<file path="config.mk">
export PLATFORM = sky130hd
export DESIGN_NAME = ctl_ep_responder
export DESIGN_NICKNAME = d
export VERILOG_FILES = /design/src/rtl/ctl_ep_pkg.sv /design/src/rtl/ctl_ep_stage.sv /design/src/rtl/ctl_ep_decide.sv /design/src/rtl/ctl_ep_responder.sv
export SDC_FILE = /design/constraint.sdc
export NUM_CORES = 1
export LEC_CHECK = 0
export BUFFER_PORTS_ARGS = -buffer_cell sky130_fd_sc_hd__buf_2
export CAP_MARGIN = 20
export CORE_AREA = 2 2 39 41
export CTS_BUF_LIST = sky130_fd_sc_hd__clkbuf_16
export CTS_CLUSTER_DIAMETER = 150
export CTS_CLUSTER_SIZE = 25
export DETAILED_ROUTE_END_ITERATION = 10
export DIE_AREA = 0 0 41 43
export PLACE_DENSITY = 0.57
export SLEW_MARGIN = 20
export SYNTH_ARGS = -nofsm -noshare
export SYNTH_HDL_FRONTEND = slang
export SYNTH_SLANG_ARGS = --single-unit
</file>
<file path="constraint.sdc">
create_clock -name clk_i -period 1.2 [get_ports clk_i]
set_input_delay 0.06 -clock clk_i [delete_from_list [all_inputs] [get_ports clk_i]]
set_output_delay 0.06 -clock clk_i [all_outputs]
set_load 0.05 [all_outputs]
</file>
<file path="src/rtl/ctl_ep_pkg.sv">
package ctl_ep_pkg;
  typedef enum logic [1:0] {TOK_OUT = 2'b00, TOK_IN = 2'b01, TOK_SETUP = 2'b10, TOK_RSVD = 2'b11} tok_e;
  typedef enum logic [1:0] {HS_ACK = 2'b00, HS_NAK = 2'b01, HS_STALL = 2'b10} hs_e;
  typedef enum logic [1:0] {ST_IDLE = 2'b00, ST_DATA = 2'b01, ST_STATUS = 2'b10} stage_e;
endpackage

</file>
<file path="src/rtl/ctl_ep_stage.sv">
module ctl_ep_stage
  import ctl_ep_pkg::*;
(
  input  logic   clk_i,
  input  logic   rst_ni,
  input  logic   go_data_i,
  input  logic   go_status_i,
  input  logic   go_idle_i,
  input  logic   set_stall_i,
  output stage_e stage_o,
  output logic   sticky_o
);
  always_ff @(posedge clk_i or negedge rst_ni) begin
    if (!rst_ni) begin
      stage_o  <= ST_IDLE;
      sticky_o <= 1'b0;
    end else if (go_data_i) begin
      stage_o  <= ST_DATA;
      sticky_o <= 1'b0;
    end else begin
      if (go_idle_i)        stage_o <= ST_IDLE;
      else if (go_status_i) stage_o <= ST_STATUS;
      if (go_idle_i)        sticky_o <= 1'b0;
      else if (set_stall_i) sticky_o <= 1'b1;
    end
  end
endmodule

</file>
<file path="src/rtl/ctl_ep_decide.sv">
module ctl_ep_decide
  import ctl_ep_pkg::*;
(
  input  logic   evt_i,
  input  tok_e   tok_i,
  input  logic   pid1_i,
  input  logic   crc_err_i,
  input  logic   empty_i,
  input  logic   fifo_en_i,
  input  logic   halt_i,
  input  logic   stall_cmd_i,
  input  stage_e stage_i,
  input  logic   sticky_i,
  output logic   hs_v_o,
  output hs_e    hs_o,
  output logic   we_o,
  output logic   irq_o,
  output logic   go_data_o,
  output logic   go_status_o,
  output logic   go_idle_o,
  output logic   set_stall_o
);
  logic in_ctl;
  assign in_ctl = (stage_i != ST_IDLE);

  always_comb begin
    hs_v_o = 1'b0; hs_o = HS_ACK; we_o = 1'b0; irq_o = 1'b0;
    go_data_o = 1'b0; go_status_o = 1'b0; go_idle_o = 1'b0; set_stall_o = 1'b0;
    if (evt_i) begin
      unique case (tok_i)
        TOK_SETUP: if (!crc_err_i && !pid1_i) begin
          hs_v_o = 1'b1; irq_o = 1'b1; go_data_o = 1'b1;
        end
        TOK_IN, TOK_OUT: if (!crc_err_i) begin
          hs_v_o = 1'b1;
          if (tok_i == TOK_OUT && in_ctl) begin
            // status stage: halt request not consulted
            go_status_o = 1'b1;
            if (sticky_i || stall_cmd_i) begin
              hs_o = HS_STALL; set_stall_o = 1'b1;
            end else if (!pid1_i) begin
              hs_o = HS_STALL; set_stall_o = 1'b1; irq_o = 1'b1;
            end else if (!fifo_en_i) begin
              hs_o = HS_NAK;
            end else begin
              irq_o = 1'b1; go_idle_o = 1'b1;
            end
          end else if ((in_ctl && sticky_i) || stall_cmd_i || halt_i) begin
            hs_o = HS_STALL; set_stall_o = in_ctl;
          end else if (!fifo_en_i) begin
            hs_o = HS_NAK;
          end else begin
            irq_o = 1'b1;
            we_o  = (tok_i == TOK_OUT) && !empty_i;
          end
        end
        default: ;
      endcase
    end
  end
endmodule

</file>
<file path="src/rtl/ctl_ep_responder.sv">
module ctl_ep_responder
  import ctl_ep_pkg::*;
(
  input  logic       clk_i,
  input  logic       rst_ni,
  input  logic       evt_valid_i,
  input  logic [1:0] tok_i,
  input  logic       pid_data1_i,
  input  logic       crc_err_i,
  input  logic       empty_i,
  input  logic       fifo_en_i,
  input  logic       halt_req_i,
  input  logic       stall_cmd_i,
  output logic       hs_valid_o,
  output logic [1:0] hs_o,
  output logic       rxf_we_o,
  output logic       irq_o,
  output logic       halted_o
);
  stage_e stage_q;
  logic   sticky_q;
  logic   hs_v_d, we_d, irq_d, go_data, go_status, go_idle, set_stall;
  hs_e    hs_d;

  ctl_ep_decide i_decide (
    .evt_i(evt_valid_i), .tok_i(tok_e'(tok_i)), .pid1_i(pid_data1_i),
    .crc_err_i(crc_err_i), .empty_i(empty_i), .fifo_en_i(fifo_en_i),
    .halt_i(halt_req_i), .stall_cmd_i(stall_cmd_i), .stage_i(stage_q),
    .sticky_i(sticky_q), .hs_v_o(hs_v_d), .hs_o(hs_d), .we_o(we_d),
    .irq_o(irq_d), .go_data_o(go_data), .go_status_o(go_status),
    .go_idle_o(go_idle), .set_stall_o(set_stall)
  );

  ctl_ep_stage i_stage (
    .clk_i(clk_i), .rst_ni(rst_ni), .go_data_i(go_data),
    .go_status_i(go_status), .go_idle_i(go_idle), .set_stall_i(set_stall),
    .stage_o(stage_q), .sticky_o(sticky_q)
  );

  always_ff @(posedge clk_i or negedge rst_ni) begin
    if (!rst_ni) begin
      hs_valid_o <= 1'b0;
      hs_o       <= HS_ACK;
      rxf_we_o   <= 1'b0;
      irq_o      <= 1'b0;
      halted_o   <= 1'b0;
    end else begin
      hs_valid_o <= hs_v_d;
      hs_o       <= hs_d;
      rxf_we_o   <= we_d;
      irq_o      <= irq_d;
      halted_o   <= halt_req_i;
    end
  end
endmodule

</file>
* Word level (Yosys, flattened, before mapping)
Index checks and enable logic that the tools add are counted.
** Cells by class
- Reduce and logical (&&, ||, !) cells :: 15
- Equality and inequality tests :: 2
- Mux-type cells :: 51
** Operator list (count)
- $mux 1 :: 39
- $mux 2 :: 10
- $reduce_bool 3->1 :: 2
- $logic_and 1x1->1 :: 4
- $pmux 1 s2 :: 2
- $logic_not 1->1 :: 3
- $logic_or 1x1->1 :: 3
- $eq 2x1->1 const B :: 1
- $eq 2x2->1 const B :: 1
- $logic_not 2->1 :: 1
- $reduce_bool 2->1 :: 1
- $reduce_or 2->1 :: 1
** Storage, ports and cells
- Register bits :: 9
- Output and inout bits :: 6

* Longest topological paths before layout
- Depth after elaboration :: 12
- Gate-level depth with buffers :: 4

* By module
Synthesis repeated with hierarchy kept, for this count alone.
** Second synthesis, totals
- Cells, all modules :: 47
- Area, all modules :: 476.7 sq um
** Modules (own cells, without submodules)
- ctl_ep_decide :: seq. area each 0.0 sq um, cells each 32, instances 1, area an instance 222.7 sq um
- ctl_ep_responder :: seq. area each 150.1 sq um, cells each 6, instances 1, area an instance 150.1 sq um
- ctl_ep_stage :: seq. area each 75.1 sq um, cells each 9, instances 1, area an instance 103.8 sq um

* Least setup slack after synthesis
Ideal clock, no wire load.
- Path kind :: register -> register
- Start point :: register i_stage.stage_o[0]
- End point :: register i_stage.sticky_o
- Required time :: 1135 ps
- Path buffers :: 0
- Slack :: -43 ps
- Stages on the path, launching flop included :: 5
- Arrival time :: 1178 ps
- Setup time :: 65 ps
- Clock period less this slack :: 1243 ps
- Cell sequence :: dfrtp_1 -> o21ba_2 -> and3_1 -> a2111oi_4 -> o21a_1
** Between the ends
- Cells in the longest elaborated chain, start to end :: 10
** RTL lines
- start: declaration :: RTL line ctl_ep_stage.sv:10 : output stage_e stage_o,
- start signal: assignment :: RTL line ctl_ep_stage.sv:15 : stage_o <= ST_IDLE;
- start signal: assignment :: RTL line ctl_ep_stage.sv:18 : stage_o <= ST_DATA;
- start signal: assignment :: RTL line ctl_ep_stage.sv:21 : if (go_idle_i) stage_o <= ST_IDLE;
- $reduce_bool 2->1 * :: RTL line ctl_ep_decide.sv:24 : assign in_ctl = (stage_i != ST_IDLE);
- $logic_and 1x1->1 :: RTL line ctl_ep_decide.sv:48 : end else if ((in_ctl && sticky_i) || stall_cmd_i || halt_i) begin
- $logic_or 1x1->1 (2 in series) :: RTL line ctl_ep_decide.sv:48
- $mux 1 :: RTL line ctl_ep_decide.sv:48
- $mux 1 :: RTL line ctl_ep_decide.sv:36 : if (tok_i == TOK_OUT && in_ctl) begin
- $mux 1 :: RTL line ctl_ep_decide.sv:34 : TOK_IN, TOK_OUT: if (!crc_err_i) begin
- $mux 1 :: RTL line ctl_ep_decide.sv:30 : unique case (tok_i)
- $mux 1 :: RTL line ctl_ep_decide.sv:29 : if (evt_i) begin
- $reduce_bool 3->1 (no line)
- end signal: assignment :: RTL line ctl_ep_stage.sv:19 : sticky_o <= 1'b0;
- end signal: assignment :: RTL line ctl_ep_stage.sv:23 : if (go_idle_i) sticky_o <= 1'b0;
- end signal: assignment :: RTL line ctl_ep_stage.sv:24 : else if (set_stall_i) sticky_o <= 1'b1;
- end: declaration :: RTL line ctl_ep_stage.sv:11 : output logic sticky_o
Every way passes the cells marked *; elsewhere a longest branch is shown, timed or not.
A chain may end at the register's enable or synchronous reset.

* Worst setup path in the final report
Same ends and word-level chain as after synthesis.

==> summary.md <==
| Metric | Value |
|---|---|
| Fillers | `120` |
| Leakage power | `0.341 nW` |
| Syn_nets | `50` |
| Synth unique cells | `21` |
| Dpl hpwl | `809 um` |
| Hold WS | `0.0682 ns` |
| Power Internal | `0.948 mW` |
| CTS clock-pin slew for the worst setup and hold paths | `0.04 ns` |
| Most common cell after layout, fill and taps aside | `buf_2` |
| Area grow syn2layout | `66.4%` |
| Nature of the critical path startpoint | `register` |
| MaxCap Viol Count | `0` |
| Crit path kind | `register to register` |
| Peak VDD IR | `0.678 mV` |
| Warnings from Yosys | `0` |
| Synthesized instance count | `39` |
| Fin. max-slew vios | `0` |
| Clk root buf | `clkbuf_16` |
| TritonRoute pass-1 iters | `1` |
| DIE AREA | `1760 um2` |
| RSZ-0062 raised after global routing | `true` |
| Worst-Margin Slew | `0.336 ns` |
| I/O pin cnt | `17` |
| Vias | `413` |
| First-pass GRT wire length | `1790 um` |
| Die height | `43 um` |
| Final core utilization | `51.9%` |
| Starting Density | `31.2%` |
| Status | `complete, no violations` |
| Share of cells above drive strength 1 | `49.3%` |
| Antenna diodes | `0` |
| Worst Skew | `0.000638 ns` |
| Grt ovf | `0` |
| Total GRT Usage | `16.2%` |
| Placed cell area | `596 um2` |
| Residual DRC | `0` |
| GPL Wtd Cong | `0.791` |
| Period utilization | `98.6%` |
| # setup viols final | `0` |
| Most frequent cells in the layout | `16 x buf_2, 9 x dfrtp_1, 6 x buf_4` |
| Clock Latency Late Sink | `0.24 ns` |
| CP Capture Type | `register` |
| Vias in the first global route | `437` |
| Clock sinks | `9` |
| Syn_area_per_cell | `11.1 um2` |
| DRT iter0 DRCs | `0` |
| Final hold violations | `0` |
| Final wirelength | `1120 um` |
| Vias per cell | `4.86` |
| Syn Std Cell Area | `432 um2` |
| # rows | `14` |
| Finished Layout Cells | `85` |
| Placed insts | `78` |
| FF+latch count, synth | `9` |
| Fin area | `718 um2` |
| CTS Buf Count | `3` |
| H-tree depth reported by CTS | `1` |
| CTS tree | `built` |
| Arrival time at the worst endpoint | `1.36 ns` |
| Hold Path Stages | `2` |
| Final critical-path required period | `1.18 ns` |
| Min-delay worst type | `primary input to register` |
| ANT nets after route | `0` |
| Share of power burned in the clock network | `45.5%` |
| Sw Ratio | `26.5%` |
| Rel. slew slack | `77.5%` |
| Sequential area share after synthesis | `52.2%` |
| WP data required | `1.38 ns` |
| Sw power | `0.342 mW` |
| Core Area | `1380 um2` |
| Largest net degree at the start of global routing | `10` |
| Critical Path Fanout Max | `4` |
| Comb power frac | `24.6%` |
| PortBufs | `16` |
| PD cells | `1800 nW/um2` |
| FF-to-FF path depth | `4` |
| Nets@finish | `81` |
| Initial antenna violation count | `0` |
| CTS Buffer Depth | `2` |
| Highest Clock Rate | `845 MHz` |
| Reg power frac | `29.9%` |
| WL/cell | `13.2 um` |
| Die W | `41 um` |
[Yosys cell counts]
cell | count | share of area [%]
or3b_4 | 1 | 2.6
o21ba_2 | 1 | 2.3
a41oi_1 | 1 | 2.0
o22ai_1 | 1 | 1.5
o21ai_0 | 1 | 1.2
nor3_2 | 1 | 2.3
a21oi_1 | 2 | 2.3
inv_1 | 2 | 1.7
and2_1 | 1 | 1.5
a2111oi_4 | 1 | 6.4
a31oi_1 | 1 | 1.5
nor4b_1 | 1 | 2.0
nand2b_1 | 3 | 4.3
o21a_1 | 2 | 3.5
and3_1 | 1 | 1.5
or2_2 | 1 | 1.5
dfrtp_1 | 9 | 52
nor2_1 | 4 | 3.5
nand3_1 | 2 | 2.3
a21boi_0 | 1 | 1.7
nor3_1 | 2 | 2.3
[routing by layer]
metal / vias to the layer above / GRT usage [%] / part of all wire (%)
met4: 0 / 14.0 / 4.0
li1: 200 / - / -
met1: 189 / 17.7 / 41
met2: 19 / 24.7 / 49
met5: - / 0 / 0
met3: 5 / 3.14 / 6.0
[stage by stage]
stage / TNS (ns) / setup slack (ns) / power (mW)
final: 0 / 0.0163 / 1.29
after global routing: -0.0970 / -0.0617 / 1.35
after CTS: 0 / 0.00917 / 1.29
after detailed placement: -0.124 / -0.0619 / 0.677
after global placement: -0.0416 / -0.0416 / 0.670
after floorplan: -0.0140 / -0.0140 / 0.533
[power by group through the flow]
stage | combinational, mW | sequential, mW | clock (mW)
global placement | 0.288 | 0.382 | 0
global route | 0.342 | 0.391 | 0.614
detailed placement | 0.291 | 0.386 | 0
finish | 0.318 | 0.385 | 0.586
floorplan | 0.128 | 0.405 | 0
CTS | 0.312 | 0.382 | 0.591
[area by class of cell]
type	count	area [um2]	share of cell area (%)
clock inverter	1	3.75	0.523
timing repair buffer	26	166	23.2
tap	16	20.0	2.79
inverter	2	7.51	1.05
clock buffer	3	75.1	10.5
multi-input combinational	28	220	30.7
sequential	9	225	31.4
[kinds of logic (layout without fill, tap and decap cells)]
kind of cell | count (synthesis) | count (layout) | synth area share (%)
AO/OA/AOI/OAI | 11 | 11 | 22.3
buffers and inverters | 2 | 32 | 1.74
flip-flops | 9 | 9 | 52.2
AND/OR/NAND/NOR | 17 | 17 | 23.8
[repair_timing]
action | in CTS | in global routing
buffers inserted | 0 | 0
gates resized for setup | 2 | 1
endpoints found under the setup margin | 3 | 4
endpoints found under the hold margin | 11 | 0
pin swaps | 3 | 2
hold buffers | 3 | 0
[worst max-delay path, cell delays in order, from the launching register on]
cell and delay [ns]:
dfrtp_1 0.41, o21ba_4 0.24, and3_4 0.15, a2111oi_4 0.18
o21a_1 0.14
[registers in the layout (all words and copies together), names as in the netlist]
| register | count |
|---|---|
| halted_o | 1 |
| hs_o | 2 |
| hs_valid_o | 1 |
| i_stage.stage_o | 2 |
| i_stage.sticky_o | 1 |
| irq_o | 1 |
| rxf_we_o | 1 |
[final timing paths]
kind                                                     start                      endpoint  slack, ns
worst max-delay path            i_stage.stage_o[0]$_DFFE_PN0P_  i_stage.sticky_o$_DFFE_PN0P_       0.02
worst min-delay path                                 fifo_en_i             hs_o[0]$_DFF_PN0_       0.07
worst max register to register  i_stage.stage_o[0]$_DFFE_PN0P_  i_stage.sticky_o$_DFFE_PN0P_       0.02
worst min register to register    i_stage.sticky_o$_DFFE_PN0P_  i_stage.sticky_o$_DFFE_PN0P_       0.53
max in group asynchronous                               rst_ni          hs_valid_o$_DFF_PN0_       0.82
min in group asynchronous                               rst_ni            halted_o$_DFF_PN0_       0.21
No activity file was read; power rests on OpenSTA's default activity.
